==> src/rtl/pfx_pkg.sv <==
package pfx_pkg;
  localparam int REG_W   = 32;
  localparam int IMM_W   = 24;
  localparam int ITEM_W  = 6;
  localparam int N_ITEMS = 4;
  localparam int FIELD_W = 15;
  localparam int HALF_W  = ITEM_W / 2;
  localparam int SHORT_W = FIELD_W - HALF_W;
  localparam int PFX_W   = 2 * FIELD_W;
  localparam int LEN_W   = $clog2(PFX_W + 1);
  localparam int CNT_W   = $clog2(N_ITEMS);

  // augment register bit positions
  localparam int DIR_B  = REG_W - 1;
  localparam int ACT_B  = REG_W - 2;
  localparam int CNT_LO = REG_W - 3 - CNT_W;
  localparam int FA_B   = CNT_LO - 1;
  localparam int FB_B   = CNT_LO - 2;
  // supplement register bit positions
  localparam int PAIR_B = REG_W - 1;
  localparam int SEC_B  = REG_W - 2;

  typedef enum logic [2:0] {
    OP_NOP      = 3'd0,
    OP_EXT      = 3'd1,
    OP_WIDE_CLR = 3'd2,
    OP_WIDE_AUG = 3'd3,
    OP_PAIR_CLR = 3'd4,
    OP_PAIR_AUG = 3'd5,
    OP_AUG_DIR  = 3'd6,
    OP_AUG_IND  = 3'd7
  } pfx_op_e;

  function automatic logic [ITEM_W-1:0] item_at(input logic [REG_W-1:0] a);
    logic [CNT_W-1:0] c;
    c = a[CNT_LO +: CNT_W];
    return a[(N_ITEMS - 1 - int'(c)) * ITEM_W +: ITEM_W];
  endfunction

  function automatic logic [REG_W-1:0] cnt_adv(input logic [REG_W-1:0] a);
    logic [REG_W-1:0] r;
    r = a;
    if (a[CNT_LO +: CNT_W] != CNT_W'(N_ITEMS - 1))
      r[CNT_LO +: CNT_W] = a[CNT_LO +: CNT_W] + 1'b1;
    return r;
  endfunction
endpackage

==> src/rtl/pfx_extract.sv <==
module pfx_extract
  import pfx_pkg::*;
(
  input  logic [REG_W-1:0] sup_i,
  input  logic [REG_W-1:0] aug_i,
  output logic [PFX_W-1:0] bits_o,
  output logic [LEN_W-1:0] len_o,
  output logic [REG_W-1:0] sup_nx_o,
  output logic [REG_W-1:0] aug_nx_o
);
  logic [FIELD_W-1:0] field;
  logic               full;

  always_comb begin
    sup_nx_o = sup_i;
    aug_nx_o = aug_i;
    bits_o   = '0;
    len_o    = '0;
    field    = sup_i[SEC_B] ? sup_i[FIELD_W-1:0] : sup_i[PFX_W-1:FIELD_W];
    full     = sup_i[SEC_B] ? aug_i[FB_B] : aug_i[FA_B];
    if (aug_i[ACT_B]) begin
      if (aug_i[DIR_B]) begin
        bits_o   = PFX_W'(item_at(aug_i));
        len_o    = LEN_W'(ITEM_W);
        aug_nx_o = cnt_adv(aug_i);
      end else if (sup_i[PAIR_B]) begin
        if (full) begin
          bits_o = PFX_W'(field);
          len_o  = LEN_W'(FIELD_W);
        end else begin
          bits_o = PFX_W'(field[SHORT_W-1:0]);
          len_o  = LEN_W'(SHORT_W);
        end
        sup_nx_o[SEC_B] = 1'b1;
      end else if (aug_i[FA_B]) begin
        bits_o = sup_i[PFX_W-1:0];
        len_o  = LEN_W'(PFX_W);
      end else begin
        bits_o = PFX_W'(sup_i[IMM_W-1:0]);
        len_o  = LEN_W'(IMM_W);
      end
    end
  end
endmodule

==> src/rtl/pfx_load.sv <==
module pfx_load
  import pfx_pkg::*;
(
  input  logic [2:0]       op_i,
  input  logic [IMM_W-1:0] imm_i,
  input  logic [REG_W-1:0] sup_i,
  input  logic [REG_W-1:0] aug_i,
  output logic             hit_o,
  output logic [REG_W-1:0] sup_nx_o,
  output logic [REG_W-1:0] aug_nx_o
);
  logic [ITEM_W-1:0] item;
  pfx_op_e           op;

  assign op   = pfx_op_e'(op_i);
  assign item = item_at(aug_i);

  always_comb begin
    sup_nx_o = sup_i;
    aug_nx_o = aug_i;
    hit_o    = 1'b1;
    unique case (op)
      OP_WIDE_CLR, OP_WIDE_AUG: begin
        sup_nx_o = '0;
        sup_nx_o[IMM_W-1:0] = imm_i;
        if (op == OP_WIDE_AUG) begin
          sup_nx_o[PFX_W-1 -: ITEM_W] = item;
          aug_nx_o = cnt_adv(aug_i);
        end
        aug_nx_o[FA_B]  = (op == OP_WIDE_AUG);
        aug_nx_o[ACT_B] = 1'b1;
      end
      OP_PAIR_CLR, OP_PAIR_AUG: begin
        sup_nx_o = '0;
        sup_nx_o[PAIR_B] = 1'b1;
        sup_nx_o[FIELD_W +: SHORT_W] = imm_i[IMM_W-1 -: SHORT_W];
        sup_nx_o[0 +: SHORT_W]       = imm_i[SHORT_W-1:0];
        if (op == OP_PAIR_AUG) begin
          sup_nx_o[PFX_W-1 -: HALF_W]   = item[ITEM_W-1 -: HALF_W];
          sup_nx_o[FIELD_W-1 -: HALF_W] = item[HALF_W-1:0];
          aug_nx_o = cnt_adv(aug_i);
        end
        aug_nx_o[FA_B]  = (op == OP_PAIR_AUG);
        aug_nx_o[FB_B]  = (op == OP_PAIR_AUG);
        aug_nx_o[ACT_B] = 1'b1;
      end
      OP_AUG_DIR, OP_AUG_IND: begin
        aug_nx_o[IMM_W-1:0]           = imm_i;
        aug_nx_o[CNT_LO +: CNT_W]     = '0;
        aug_nx_o[ACT_B]               = 1'b1;
        aug_nx_o[DIR_B]               = (op == OP_AUG_DIR);
      end
      default: hit_o = 1'b0;
    endcase
  end
endmodule

==> src/rtl/pfx_unit.sv <==
module pfx_unit
  import pfx_pkg::*;
(
  input  logic             clk,
  input  logic             rst,
  input  logic             blk_start_i,
  input  logic [2:0]       op_i,
  input  logic [IMM_W-1:0] imm_i,
  input  logic             xfer_i,
  input  logic             xfer_keep_i,
  input  logic             restore_i,
  output logic             pfx_valid_o,
  output logic [LEN_W-1:0] pfx_len_o,
  output logic [PFX_W-1:0] pfx_bits_o,
  output logic [REG_W-1:0] sup_o,
  output logic [REG_W-1:0] aug_o
);
  logic [REG_W-1:0] sup_q, aug_q, sh_sup_q, sh_aug_q;
  logic [REG_W-1:0] ext_sup, ext_aug, ld_sup, ld_aug;
  logic [PFX_W-1:0] ext_bits;
  logic [LEN_W-1:0] ext_len;
  logic             ld_hit;

  pfx_extract u_ext (
    .sup_i(sup_q), .aug_i(aug_q),
    .bits_o(ext_bits), .len_o(ext_len),
    .sup_nx_o(ext_sup), .aug_nx_o(ext_aug)
  );

  pfx_load u_ld (
    .op_i(op_i), .imm_i(imm_i), .sup_i(sup_q), .aug_i(aug_q),
    .hit_o(ld_hit), .sup_nx_o(ld_sup), .aug_nx_o(ld_aug)
  );

  always_ff @(posedge clk) begin
    if (rst) begin
      sup_q       <= '0;
      aug_q       <= '0;
      sh_sup_q    <= '0;
      sh_aug_q    <= '0;
      pfx_valid_o <= 1'b0;
      pfx_len_o   <= '0;
      pfx_bits_o  <= '0;
    end else begin
      pfx_valid_o <= 1'b0;
      if (restore_i) begin
        sup_q <= sh_sup_q;
        aug_q <= sh_aug_q;
      end else begin
        if (blk_start_i) begin
          sh_sup_q <= sup_q;
          sh_aug_q <= aug_q;
        end
        if (xfer_i) begin
          if (!xfer_keep_i) begin
            sup_q <= '0;
            aug_q <= '0;
          end
        end else if (op_i == OP_EXT) begin
          sup_q       <= ext_sup;
          aug_q       <= ext_aug;
          pfx_valid_o <= 1'b1;
          pfx_len_o   <= ext_len;
          pfx_bits_o  <= ext_bits;
        end else if (ld_hit) begin
          sup_q <= ld_sup;
          aug_q <= ld_aug;
        end
      end
    end
  end

  assign sup_o = sup_q;
  assign aug_o = aug_q;
endmodule

==> config.mk <==
export PLATFORM = sky130hd
export DESIGN_NAME = pfx_unit
export DESIGN_NICKNAME = d
export VERILOG_FILES = /design/src/rtl/pfx_pkg.sv /design/src/rtl/pfx_extract.sv /design/src/rtl/pfx_load.sv /design/src/rtl/pfx_unit.sv
export SDC_FILE = /design/constraint.sdc
export NUM_CORES = 1
export LEC_CHECK = 0
export ABC_AREA = 0
export BUFFER_PORTS_ARGS = -buffer_cell sky130_fd_sc_hd__buf_2
export CORE_AREA = 3 3 140 142
export DETAILED_ROUTE_END_ITERATION = 6
export DIE_AREA = 0 0 143 145
export HOLD_SLACK_MARGIN = 0.08
export PLACE_DENSITY = 0.81
export SETUP_SLACK_MARGIN = 0.2
export SKIP_LAST_GASP = 1
export SLEW_MARGIN = 25
export SYNTH_ARGS = -nofsm -noshare
export SYNTH_HDL_FRONTEND = slang
export SYNTH_HIERARCHICAL = 1
export SYNTH_SLANG_ARGS = --single-unit
==> constraint.sdc <==
create_clock -name clk -period 5.46 [get_ports clk]
set_input_delay 1.365 -clock clk [delete_from_list [all_inputs] [get_ports clk]]
set_output_delay 1.365 -clock clk [all_outputs]
set_load 0.01 [all_outputs]
* Word level (Yosys, flattened, before mapping) *
Index checks and enable logic that the tools add are counted.

storage, ports and cells
  bits in registers = 164
  logic and storage cells = 104

cells by class
  mux-type cells = 39
  equality and inequality tests = 21
  multiply operators = 1
  reduce and logical (&&, ||, !) cells = 24
  bitwise operators = 2
  add/subtract/negate cells = 2
  shift-type cells = 1

operators with widths
  cell                 count
  $mux 32              11
  $mux 30              4
  $pmux 24 s3          1
  $pmux 32 s2          1
  $mux 29              2
  $shiftx 32x7->6      1
  $mux 15              2
  $ne 4x4->1 const B   6
  $reduce_and 6->1     3
  $mux 5               3
  $eq 3x3->1 const B   4
  $pmux 2 s3           2
  $reduce_bool 4->1    3
  $ne 5x4->1 const B   2
  $mux 3               3
  $ne 3x3->1 const B   3
  $reduce_bool 3->1    3
  $reduce_and 7->1     1
  $eq 3x2->1 const B   2
  $mul 3x3->6 const B  1
  $mux 1               6
  $mux 6               1
  $pmux 3 s2           1
  $reduce_and 3->1     2
  other kinds (17)     22

* Longest topological paths before layout *
Gate-level depths: netlist of run 1.

  depth after elaboration = 9
  mapped depth = 13

* Cells and area by module *
Netlist of run 1, hierarchy kept.

by module, submodules not included
  module       sequential area each (µm²)  area an instance (µm²)  times used  cells an instance
  pfx_unit     3,283.1                     7,099.3                 1           801
  pfx_load     0.0                         1,808.0                 1           219
  pfx_extract  0.0                         1,699.1                 1           213

* Least setup slack after synthesis of run 1 *
No wires, ideal clock.

  kind = input port to flip-flop
  start = input op_i[1]
  end = register sup_q[0] (netlist: sup_o[0])
  arrival = 3,105 ps
  library setup time = 141 ps
  setup slack = 2,214 ps
  stages = 9
  buffers on the path = 1
  data required time = 5,319 ps
  cell sequence = inv_1 > ha_1 > or2_2 > and2_1 > clkbuf_1 > a22o_1 > mux2_2 > a221oi_1 > nor3_2

on the way
  word-level cells in the longest chain between the ends = 5
  elaborated cells on any way between the ends = 15

RTL lines
  what                                             line            RTL
  start: declaration                               pfx_unit.sv:7   input logic [2:0] op_i,
  $eq 3x2->1 / $eq 3x3->1 (equally long branches)  pfx_load.sv:22  unique case (op)
  $reduce_or 6->1 (no source line)                 n/a
  $mux 1                                           pfx_load.sv:22
  $reduce_bool 3->1 (no source line)               n/a
  $reduce_and 4->1 (no source line) (*)            n/a
  end signal: assignment                           pfx_unit.sv:47  sup_q <= sh_sup_q;
  end signal: assignment                           pfx_unit.sv:60  sup_q <= ext_sup;
  end signal: assignment                           pfx_unit.sv:66  sup_q <= ld_sup;
  end: declaration                                 pfx_unit.sv:18  logic [REG_W-1:0] sup_q, aug_q, sh_sup_q, sh_aug_q;

Every way passes the cells marked *; elsewhere a longest branch is shown, timed or not.
A chain may end at the register's enable or synchronous reset.

* Worst setup path after layout of run 1 *
  start = register aug_q[27] (netlist: aug_o[27])
  end = register sup_q[12] (netlist: sup_o[12])

on the way
  word-level cells in the longest chain between the ends = 9

RTL lines
  what                      line            RTL
  start: declaration        pfx_unit.sv:18
  start signal: assignment  pfx_unit.sv:48  aug_q <= sh_aug_q;
  start signal: assignment  pfx_unit.sv:61  aug_q <= ext_aug;
  start signal: assignment  pfx_unit.sv:67  aug_q <= ld_aug;
  $sub 2x2->3               pfx_pkg.sv:37   return a[(N_ITEMS - 1 - int'(c)) * ITEM_W +: ITEM_W];
  $mul 3x3->6               pfx_pkg.sv:37
  $shiftx 32x7->6           pfx_pkg.sv:37
  $mux 3                    pfx_load.sv:38  if (op == OP_PAIR_AUG) begin
  $pmux 32 s2               pfx_load.sv:22
  net ld_sup[12]            pfx_unit.sv:19  logic [REG_W-1:0] ext_sup, ext_aug, ld_sup, ld_aug;
  $mux 32                   pfx_unit.sv:65  end else if (ld_hit) begin
  $mux 32                   pfx_unit.sv:59  end else if (op_i == OP_EXT) begin
  $mux 32                   pfx_unit.sv:54  if (xfer_i) begin
  $mux 32                   pfx_unit.sv:46  if (restore_i) begin

The timed path passes the listed nets, and every way through them passes these cells. The select of a mux whose other input is x is not followed.

==> results.toml, run 1 <==
[run_status]
status = "completed"

[floorplan]
die_x_um = 143
num_rows = 50
die_area_um2 = 20700
coreArea_um2 = 18600
die_h_um = 145
initial_core_util_pct = 57.1
ioPinCount = 133

[logic_synthesis]
ys_types = 59
synth_ff_type = "dfxtp_1"
synth_fp_nets = 1277
synth_most_common_cell = "nand2_1"
synthMuxAreaShare_pct = 19.0
synth_xor_area_share_pct = 0
yosysTopAreaCell = "dfxtp_1"
synth_common_cells = "nand2_1, dfxtp_1, a21oi_1"
yosys_warnings = 6
synth_seq_cells = 164
syn_area_um2 = 10600
synth_top_area_share_pct = 31.0
synth_seq_area_share_pct = 31.0
synth_edf_count = 0
synthSimpleGateAreaFrac_pct = 21.6
syn_inst = 1233
async_flop_share_pct = 0
synthAdderAreaFrac_pct = 1.30
synth_compound_area_share_pct = 17.0
syn_avg_cell_area_um2 = 8.60
netlist_top_cells_area = "dfxtp_1, mux2_2, nand2_1"
synth_top_family_by_area = "simple AND/OR/NAND/NOR gates"

[pwr]
intPower_mw = 2.14
seq_power_share_pct = 43.3
swShare_pct = 29.0
vdd_drop_max_mv = 0.227
power_frac_comb_pct = 17.0
power_switching_mw = 0.877
power_density_nw_per_um2 = 268
power.share.clock_pct = 39.7
cellLeakagePower_nw = 4.29
p_total_mw = 3.02

[clock_network]
cts_max_path_buffers = 2
cts.htree.levels = 4
cts_buffers = 17
cts_tree = "built"
clock_sinks = 164
post-cts-setup-buffers = 0
root_buffer = "clkbuf_16"
cts_hold_buf = 0
insertion_delay_ns = 0.44
cts_resized = 0
clkSlewWorstSetupHoldPaths_ns = 0.06

[routing]
vias = 9619
drc = 0
routed_wl_um = 30900
dr.pass1.iters = 5
drtIter0Drc = 1511
ant_nets = 0
post_drt_via_cell_ratio = 6.54
wl_per_cell_um = 21.0

[timing]
slew_violations = 0
final.min_clock_period_ns = 3.79
finalSetupTns_ns = 0
fin_crit_sh_pct = 69.4
fin_skew_ns = 0.00984
worst_pin_slew_ns = 1.07
hold_ws_ns = 0.449
rsz0062_at_grt = "no"
max_freq_ghz = 0.264
hold_violations = 0
slew_headroom_pct = 28.8
setup_viol = 0

[setup_path]
path_class = "flip-flop to flip-flop"
critPathMostFrequentCell = "buf_4"
crit_path_cell_trace = "buf_4 > ha_1 > buf_4 > mux4_1 > nand2_1 > a32oi_1 > a21o_1 > mux2_2 > a221oi_1 > nor3_2"
cp_max_fo = 41
critPathMaxStageDelay_ns = 0.58
cp-start-kind = "flip-flop"
worstPathArrival_ns = 4.10
critPathRequiredTime_ns = 5.77
cp-end-kind = "flip-flop"
cp_slowest_cell = "mux4_1"

[global_routing]
grt_pass1_wl_um = 48900
track_usage_pct = 29.2
grt_max_degree = 89
grt-ovfl-total = 0
antenna_found_initial = 0
grt_pass1_vias = 8838

[layout]
area_growth_pct = 6.25
diodes = 0
drive_above_1_share_pct = 30.2
nFillCells = 1556
fin_util_pct = 60.7
fin_nets = 1271

[placed_design]
dpl.hpwl_um = 19800
io_buffers = 132
place_congestion = 0.967

[run]
drv_cap = 0

[worst_hold_path]
hold_class = "flip-flop to flip-flop"
==> metrics by stage <==
step / std cells / setup WS, ns / cell area, um^2
CTS: 1471 / 1.72 / 11300
global placement: 1442 / 1.63 / 10700
global route: 1471 / 1.41 / 11300
floorplan: 1233 / 2.21 / 10600
detailed placement: 1442 / 1.64 / 10700
finish: 1471 / 1.67 / 11300
==> power groups by stage <==
stage | Clock (mW) | Sequential (mW) | Combinational, mW
2_1_floorplan | 0 | 1.31 | 0.403
3_5_place_dp | 0 | 1.33 | 0.498
4_1_cts | 1.20 | 1.30 | 0.504
3_3_place_gp | 0 | 1.33 | 0.486
6_report | 1.20 | 1.31 | 0.515
5_1_grt | 1.25 | 1.31 | 0.550
==> state kept, by name, summed over array words and instances (netlist names) <==
| signal | count |
|---|---|
| pfx_len_o | 5 |
| sh_aug_q | 32 |
| pfx_bits_o | 30 |
| pfx_valid_o | 1 |
| sup_o | 32 |
| sh_sup_q | 32 |
| aug_o | 32 |
==> cells in the final DEF (no fill, tap or decap), drive strengths merged, types with 3 or more instances in the layout <==
master  count
nand2     235
o221ai      3
or2         4
inv        17
mux4       29
a22oi      12
a221oi     64
or3         5
and2       19
nor2       85
a21oi     122
buf       147
nor3       70
a211oi      3
nor3b       8
o22ai       3
mux2      102
a21o        5
ha         11
clkbuf     20
mux2i      19
nor2b      11
nand2b      6
a22o       16
clkinv      4
o21ai      12
nand3b      4
o31ai       3
dfxtp     164
and3        3
==> worst max-delay path, delay by kind of cell (launching register included) <==
kind / cells / cell delay [ns]
buffers and inverters: 2 / 0.89
multiplexers: 2 / 0.83
AO/OA/AOI/OAI: 3 / 0.74
flip-flops: 1 / 0.55
adder cells (fa/ha/maj): 1 / 0.46
AND/OR/NAND/NOR: 2 / 0.17
==> routing by layer <==
metal / vias to the layer above / GRT usage, % / wire length, um
met4: 0 / 8.70 / 718
met1: 4641 / 40.8 / 12700
met3: 71 / 6.53 / 3090
met5: - / 0 / 0
li1: 4335 / - / -
met2: 572 / 45.1 / 14400
==> path summary, 6_finish.rpt <==
kind	slack [ns]	from	end	cells after the start
hold reg to reg	0.45	pfx_bits_o[25]	pfx_bits_o[25]	2
hold / removal	0.45	pfx_bits_o[25]	pfx_bits_o[25]	2
setup / recovery	1.67	aug_o[27]	sup_o[12]	10
setup reg to reg	1.67	aug_o[27]	sup_o[12]	10
==> area by class of cell <==
type / count / area, um^2 / area share, %
timing repair buffer: 147 / 792 / 7.03
inverter: 16 / 60.1 / 0.533
multi-input combinational: 881 / 6270 / 55.6
sequential: 164 / 3280 / 29.1
tap: 234 / 293 / 2.60
clock inverter: 9 / 104 / 0.922
clock buffer: 20 / 467 / 4.14
==> cells by family after synthesis <==
kind of cell / Yosys count
adder cells (fa/ha/maj): 11
flip-flops: 164
buffers and inverters: 188
multiplexers: 150
AO/OA/AOI/OAI: 265
AND/OR/NAND/NOR: 455
No activity file was read; power rests on OpenSTA's default activity.
==> inputs of run 2 (changes only) <==
- ABC_AREA: 0 -> 1
- CORE_AREA: 3 3 140 142 -> 3 3 146 148
- DIE_AREA: 0 0 143 145 -> 0 0 149 151
- clock period: 5.46 -> 3.87 ns (I/O delays scaled with it)
==> run 2 against run 1 <==
Against the previous run: the flow now finishes with violations (design-rule violations); global-route usage increased by 4.0 points; flip-flop and latch count unchanged; first-iteration DRC count fell by 1.8%; combinational power is 94% higher; synthesized cell count up 65%; sequential power is 47% higher; power up 55%; sequential share of layout area is 2.4 points lower; setup slack worse by 0.62 ns; die area grew 8.5%; fmax increased by 35%; register-to-register slack worse by 0.62 ns; critical endpoint is now sup_o[14].
==> results.toml, run 2 <==
[clock_network]
insertion_delay_ns = 0.44
clock_sinks = 164
cts_hold_buf = 0
cts_tree = "built"
cts_resized = 0
post-cts-setup-buffers = 0
clkSlewWorstSetupHoldPaths_ns = 0.07
cts.htree.levels = 4
cts_max_path_buffers = 2
root_buffer = "clkbuf_16"
cts_buffers = 17

[pwr]
p_total_mw = 4.68
cellLeakagePower_nw = 6.37
power_density_nw_per_um2 = 382
vdd_drop_max_mv = 0.307

[global_routing]
grt_pass1_vias = 11100
grt_pass1_wl_um = 59500
grt_util_met3_pct = 6.67
use_met2_pct = 49.0
top_usage_layer = "met2"
met1_usage_pct = 46.5
antenna_found_initial = 1
grt_max_degree = 95
grt-ovfl-total = 0
track_usage_pct = 33.2

[layout]
layout_common_cells = "nand2_1, nor2_1, inv_1"
diodes = 0
fin_nets = 2062
final_common_cell = "nand2_1"
final_cell_count_no_fill = 2301
area_growth_pct = 4.98
fin_util_pct = 60.8
drive_above_1_share_pct = 11.3

[timing]
fin_crit_sh_pct = 72.8
slew_violations = 0
final.min_clock_period_ns = 2.82
rsz0062_at_grt = "no"
fin_skew_ns = 0.0122
hold_violations = 0
max_freq_ghz = 0.355
worst_pin_slew_ns = 0.847
slew_headroom_pct = 43.5
setup_viol = 0
finalSetupTns_ns = 0

[logic_synthesis]
synth_common_cells = "nand2_1, nor2_1, inv_1"
synth_ff_type = "dfxtp_1"
yosys_warnings = 6
synth_seq_area_share_pct = 28.1
synth_edf_count = 0
netlist_top_cells_area = "dfxtp_1, nand2_1, nor2_1"
yosysTopAreaCell = "dfxtp_1"
syn_inst = 2030
syn_avg_cell_area_um2 = 5.75
synth_fp_nets = 2074
synth_most_common_cell = "nand2_1"
syn_area_um2 = 11700
synth_seq_cells = 164
ys_types = 37
async_flop_share_pct = 0
synth_top_area_share_pct = 28.1

[floorplan]
initial_core_util_pct = 57.9
die_x_um = 149
ioPinCount = 133
coreArea_um2 = 20200
num_rows = 52
die_h_um = 151
die_area_um2 = 22500

[setup_path]
ff2ff_path_depth = 17
cp-endpoint = "sup_o[14]"
regToRegEndpoint = "sup_o[14]"
path_depth = 17
crit_path_cell_trace = "inv_6 > ha_1 > nand2_1 > inv_2 > nand2_1 > nor2_1 > nor2_1 > nand2_1 > nand2_1 > nand2_1 > nand2_1 > inv_1 > nand2_1 > nand2_1 > nor2_1 > nor2_1 > nor2_1"
critPathMaxStageDelay_ns = 0.79
cp_max_fo = 27
critPathMostFrequentCell = "nand2_1"
worstPathArrival_ns = 3.16
timing.rr.start = "aug_o[27]"
r2r_slack_ns = 1.05
critPathRequiredTime_ns = 4.21
cp_top_family = "simple AND/OR/NAND/NOR gates"
cp-start-kind = "flip-flop"
cp-end-kind = "flip-flop"
cp_slowest_cell = "ha_1"
path_class = "flip-flop to flip-flop"
cp-startpoint = "aug_o[27]"
crit_buf_inv = 3

[placed_design]
dpl.hpwl_um = 25500
dp.cells = 2269
io_buffers = 132
place_congestion = 0.948

[routing]
dr.pass1.iters = 7
routed_wl_um = 37700
wl_per_cell_um = 16.4
ant_nets = 0
post_drt_via_cell_ratio = 5.51
drc = 3
vias = 12700
drtIter0Drc = 1484

[worst_hold_path]
hold_class = "flip-flop to flip-flop"

[run_status]
status = "finished with violations"
violations = "design-rule violations"

[run]
drv_cap = 0
## run 2: area by class of cell
class	instances	area (um^2)
Clock buffer	19	443
Clock inverter	13	149
Fill cell	2005	7910
Inverter	253	966
Multi-Input combinational cell	1429	6250
Sequential cell	164	3280
Tap cell	270	338
Timing Repair Buffer	153	831
## run 2: metrics by stage
stage	worst slack [ns]	hold WS [ns]	instance area (um^2)
after floorplan	1.47	0.502	11700
after global placement	0.959	0.486	11700
after detailed placement	0.910	0.487	11700
after CTS	1.11	0.506	12300
after global routing	0.798	0.523	12300
final	1.05	0.506	12300
## run 2: worst min-delay path by stage
stage                   startpoint        endpoint  slack [ns]  cells after the start
floorplan             sh_sup_q[29]    sh_sup_q[29]        0.50                      2
global placement    pfx_bits_o[17]  pfx_bits_o[17]        0.49                      2
detailed placement   pfx_bits_o[7]   pfx_bits_o[7]        0.49                      2
CTS                  pfx_bits_o[7]   pfx_bits_o[7]        0.51                      2
global route         pfx_bits_o[7]   pfx_bits_o[7]        0.52                      2
finish               pfx_bits_o[7]   pfx_bits_o[7]        0.51                      2
## run 2: kinds of logic (layout without fill, tap and decap cells)
family | after synthesis | in the layout | share of synthesized area, %
and+or+nand+nor | 1145 | 1145 | 39.5
buffers and inverters | 437 | 438 | 18.4
AOI/OAI and AO/OA | 265 | 265 | 12.0
DFF | 164 | 164 | 28.1
adders and majority gates | 11 | 11 | 1.18
muxes | 8 | 8 | 0.771
## run 2: power breakdown
| group | total, mW | internal [mW] | switching [mW] |
|---|---|---|---|
| Clock | 1.76 | 0.980 | 0.778 |
| Combinational | 0.997 | 0.330 | 0.667 |
| Sequential | 1.93 | 1.78 | 0.145 |
| Total | 4.68 | 3.09 | 1.59 |
## run 2: worst register-to-register path: stages (launching register included)
cell and delay, ns:
dfxtp_2 0.42, inv_6 0.12, ha_1 0.80, nand2_1 0.31, inv_2 0.18, nand2_1 0.06
nor2_1 0.09, nor2_1 0.05, nand2_1 0.07, nand2_1 0.08, nand2_1 0.12, nand2_1 0.07
inv_1 0.06, nand2_1 0.05, nand2_1 0.07, nor2_1 0.05, nor2_1 0.09, nor2_1 0.05
## run 2: metal layers
metal,vias up,wire length [um]
met3,108,3750
met5,-,13
li1,6177,-
met2,685,16300
met4,2,1550
met1,5707,16100
==> inputs of run 3 (changes only) <==
- CORE_AREA: 3 3 146 148 -> 3 3 152 154
- DIE_AREA: 0 0 149 151 -> 0 0 155 157
- PLACE_DENSITY: 0.81 -> 0.78
- clock period: 3.87 -> 2.3 ns (I/O delays scaled with it)
==> run 3 against run 2 <==
Against the previous run: via count increased by 0.44%; the run now ends clean; combinational power increased by 84%; register-to-register slack got worse by 0.80 ns; die area increased by 8.2%; sequential share of layout area decreased by 1.0 points; clock-buffer cell count decreased by 2; critical path type unchanged; wire length increased by 0.57%; worst hold slack got worse by 0.16 ns.
==> results.toml, run 3 (synthesis results as in run 2) <==
[run_status]
status = "completed"

[run]
drv_cap = 0

[timing]
fin_crit_sh_pct = 89.0
finalSetupTns_ns = 0
worst_pin_slew_ns = 0.791
hold_ws_ns = 0.341
max_freq_ghz = 0.489
fin_skew_ns = 0.0131
slew_violations = 0
setup_viol = 0
rsz0062_at_grt = "yes"
hold_violations = 0
slew_headroom_pct = 47.3
final.min_clock_period_ns = 2.05

[worst_hold_path]
hold_end = "pfx_valid_o"
hold_start = "rst"
whs_path_depth = 2
hold_class = "input pin to flip-flop"

[setup_path]
path_class = "flip-flop to flip-flop"
cp-end-kind = "flip-flop"
r2r_slack_ns = 0.25
critPathRequiredTime_ns = 2.64
ff2ff_path_depth = 18
regToRegEndpoint = "sup_o[14]"
timing.rr.start = "aug_o[28]"
worstPathArrival_ns = 2.39
cp_max_fo = 5
cp-start-kind = "flip-flop"

[layout]
final_common_cell = "nand2_1"
drive_above_1_share_pct = 13.5
diodes = 0
fin_nets = 2099
layout_common_cells = "nand2_1, nor2_1, inv_1"
area_growth_pct = 9.47

[floorplan]
ioPinCount = 133
die_x_um = 155
num_rows = 54
die_area_um2 = 24300
die_h_um = 157
initial_core_util_pct = 53.5
coreArea_um2 = 21800

[global_routing]
grt-ovfl-total = 0
grt_max_degree = 65
track_usage_pct = 30.6
grt_pass1_vias = 11300
antenna_found_initial = 0
grt_pass1_wl_um = 60200

[clock_network]
root_buffer = "clkbuf_16"
insertion_delay_ns = 0.44
cts_max_path_buffers = 2
cts_buffers = 17
cts.htree.levels = 4
cts_tree = "built"
clkSlewWorstSetupHoldPaths_ns = 0.07
clock_sinks = 164
cts_hold_buf = 0

[placed_design]
place_congestion = 0.965
io_buffers = 132
dpl.hpwl_um = 26400

[routing]
dr.pass1.iters = 7
vias = 12700
routed_wl_um = 38000
ant_nets = 0
drtIter0Drc = 1346
drc = 0
wl_per_cell_um = 16.2
post_drt_via_cell_ratio = 5.42

[pwr]
cellLeakagePower_nw = 6.61
swShare_pct = 34.7
power_frac_comb_pct = 22.9
power_switching_mw = 2.77
seq_power_share_pct = 40.5
power_density_nw_per_um2 = 623
power.share.clock_pct = 36.5
intPower_mw = 5.20
vdd_drop_max_mv = 0.416
## run 3: cell types whose count changed in the layout (fill, tap and decap cells not counted), sizes merged
cell	change
inv	+7
clkbuf	-2
bufinv	-1
nor2	+1
clkinv	-4
buf	+36
## run 3: stage by stage
| step | worst slack, ns | utilization [%] | cell area, um^2 | cells | total power, mW |
|---|---|---|---|---|---|
| after floorplan | 0.229 | - | 11700 | 2030 | 4.55 |
| after global placement | 0.0555 | 55.4 | 12100 | 2312 | 5.00 |
| after detailed placement | 0.0332 | 55.4 | 12100 | 2312 | 5.03 |
| after CTS | 0.213 | 58.2 | 12700 | 2347 | 7.93 |
| after global routing | 0.171 | 58.6 | 12800 | 2348 | 8.36 |
| final | 0.253 | 58.6 | 12800 | 2348 | 7.97 |
## run 3: critical path: stages (launching register included)
cell and delay [ns]:
dfxtp_2 0.34, inv_1 0.11, buf_4 0.17, ha_4 0.19
nand2_2 0.12, inv_4 0.10, nand2_1 0.06, nor2_2 0.11
nor2_1 0.06, nand2_1 0.09, nand2_1 0.08, nand2_1 0.10
nand2_1 0.06, inv_1 0.05, nand2_1 0.05, nand2_1 0.07
nor2_1 0.04, nor2_1 0.09, nor2_1 0.04
## run 3: worst max-delay path by stage
stage,start,to,slack [ns],cells past startpoint
after global routing,aug_o[28],sup_o[14],0.17,18
final,aug_o[28],sup_o[14],0.25,18
after floorplan,aug_o[27],sup_o[28],0.23,18
after CTS,aug_o[27],pfx_bits_o[5],0.21,12
after global placement,op_i[2],sup_o[28],0.06,15
after detailed placement,op_i[2],sup_o[14],0.03,15
## run 3: cell type report
| cell class | instances | area, um^2 |
|---|---|---|
| clock inverter | 15 | 156 |
| clock buffer | 17 | 425 |
| sequential | 164 | 3290 |
| timing repair buffer | 189 | 1270 |
| tap | 280 | 350 |
| inverter | 253 | 976 |
| multi-input combinational | 1430 | 6320 |
| fill | 2141 | 9030 |
## run 3: power groups by stage
stage	clock network (mW)	registers [mW]	logic, mW
2_1_floorplan	0	3.24	1.31
4_1_cts	2.94	3.22	1.77
3_3_place_gp	0	3.28	1.72
3_5_place_dp	0	3.28	1.74
6_report	2.91	3.23	1.83
5_1_grt	3.07	3.24	2.05
## run 3: timing repair
action	in CTS	in global routing
setup buffers	3	0
resized for setup	3	21
endpoints found under the setup margin	7	18
pin swaps	1	1
gates cloned	0	1
## run 3: layer usage
layer	wire length, um	GRT usage [%]	vias up
met3	3810	6.02	123
met4	1650	14.2	0
met1	16200	42.1	5660
met2	16300	46.4	690
met5	0	0	-
li1	-	-	6262
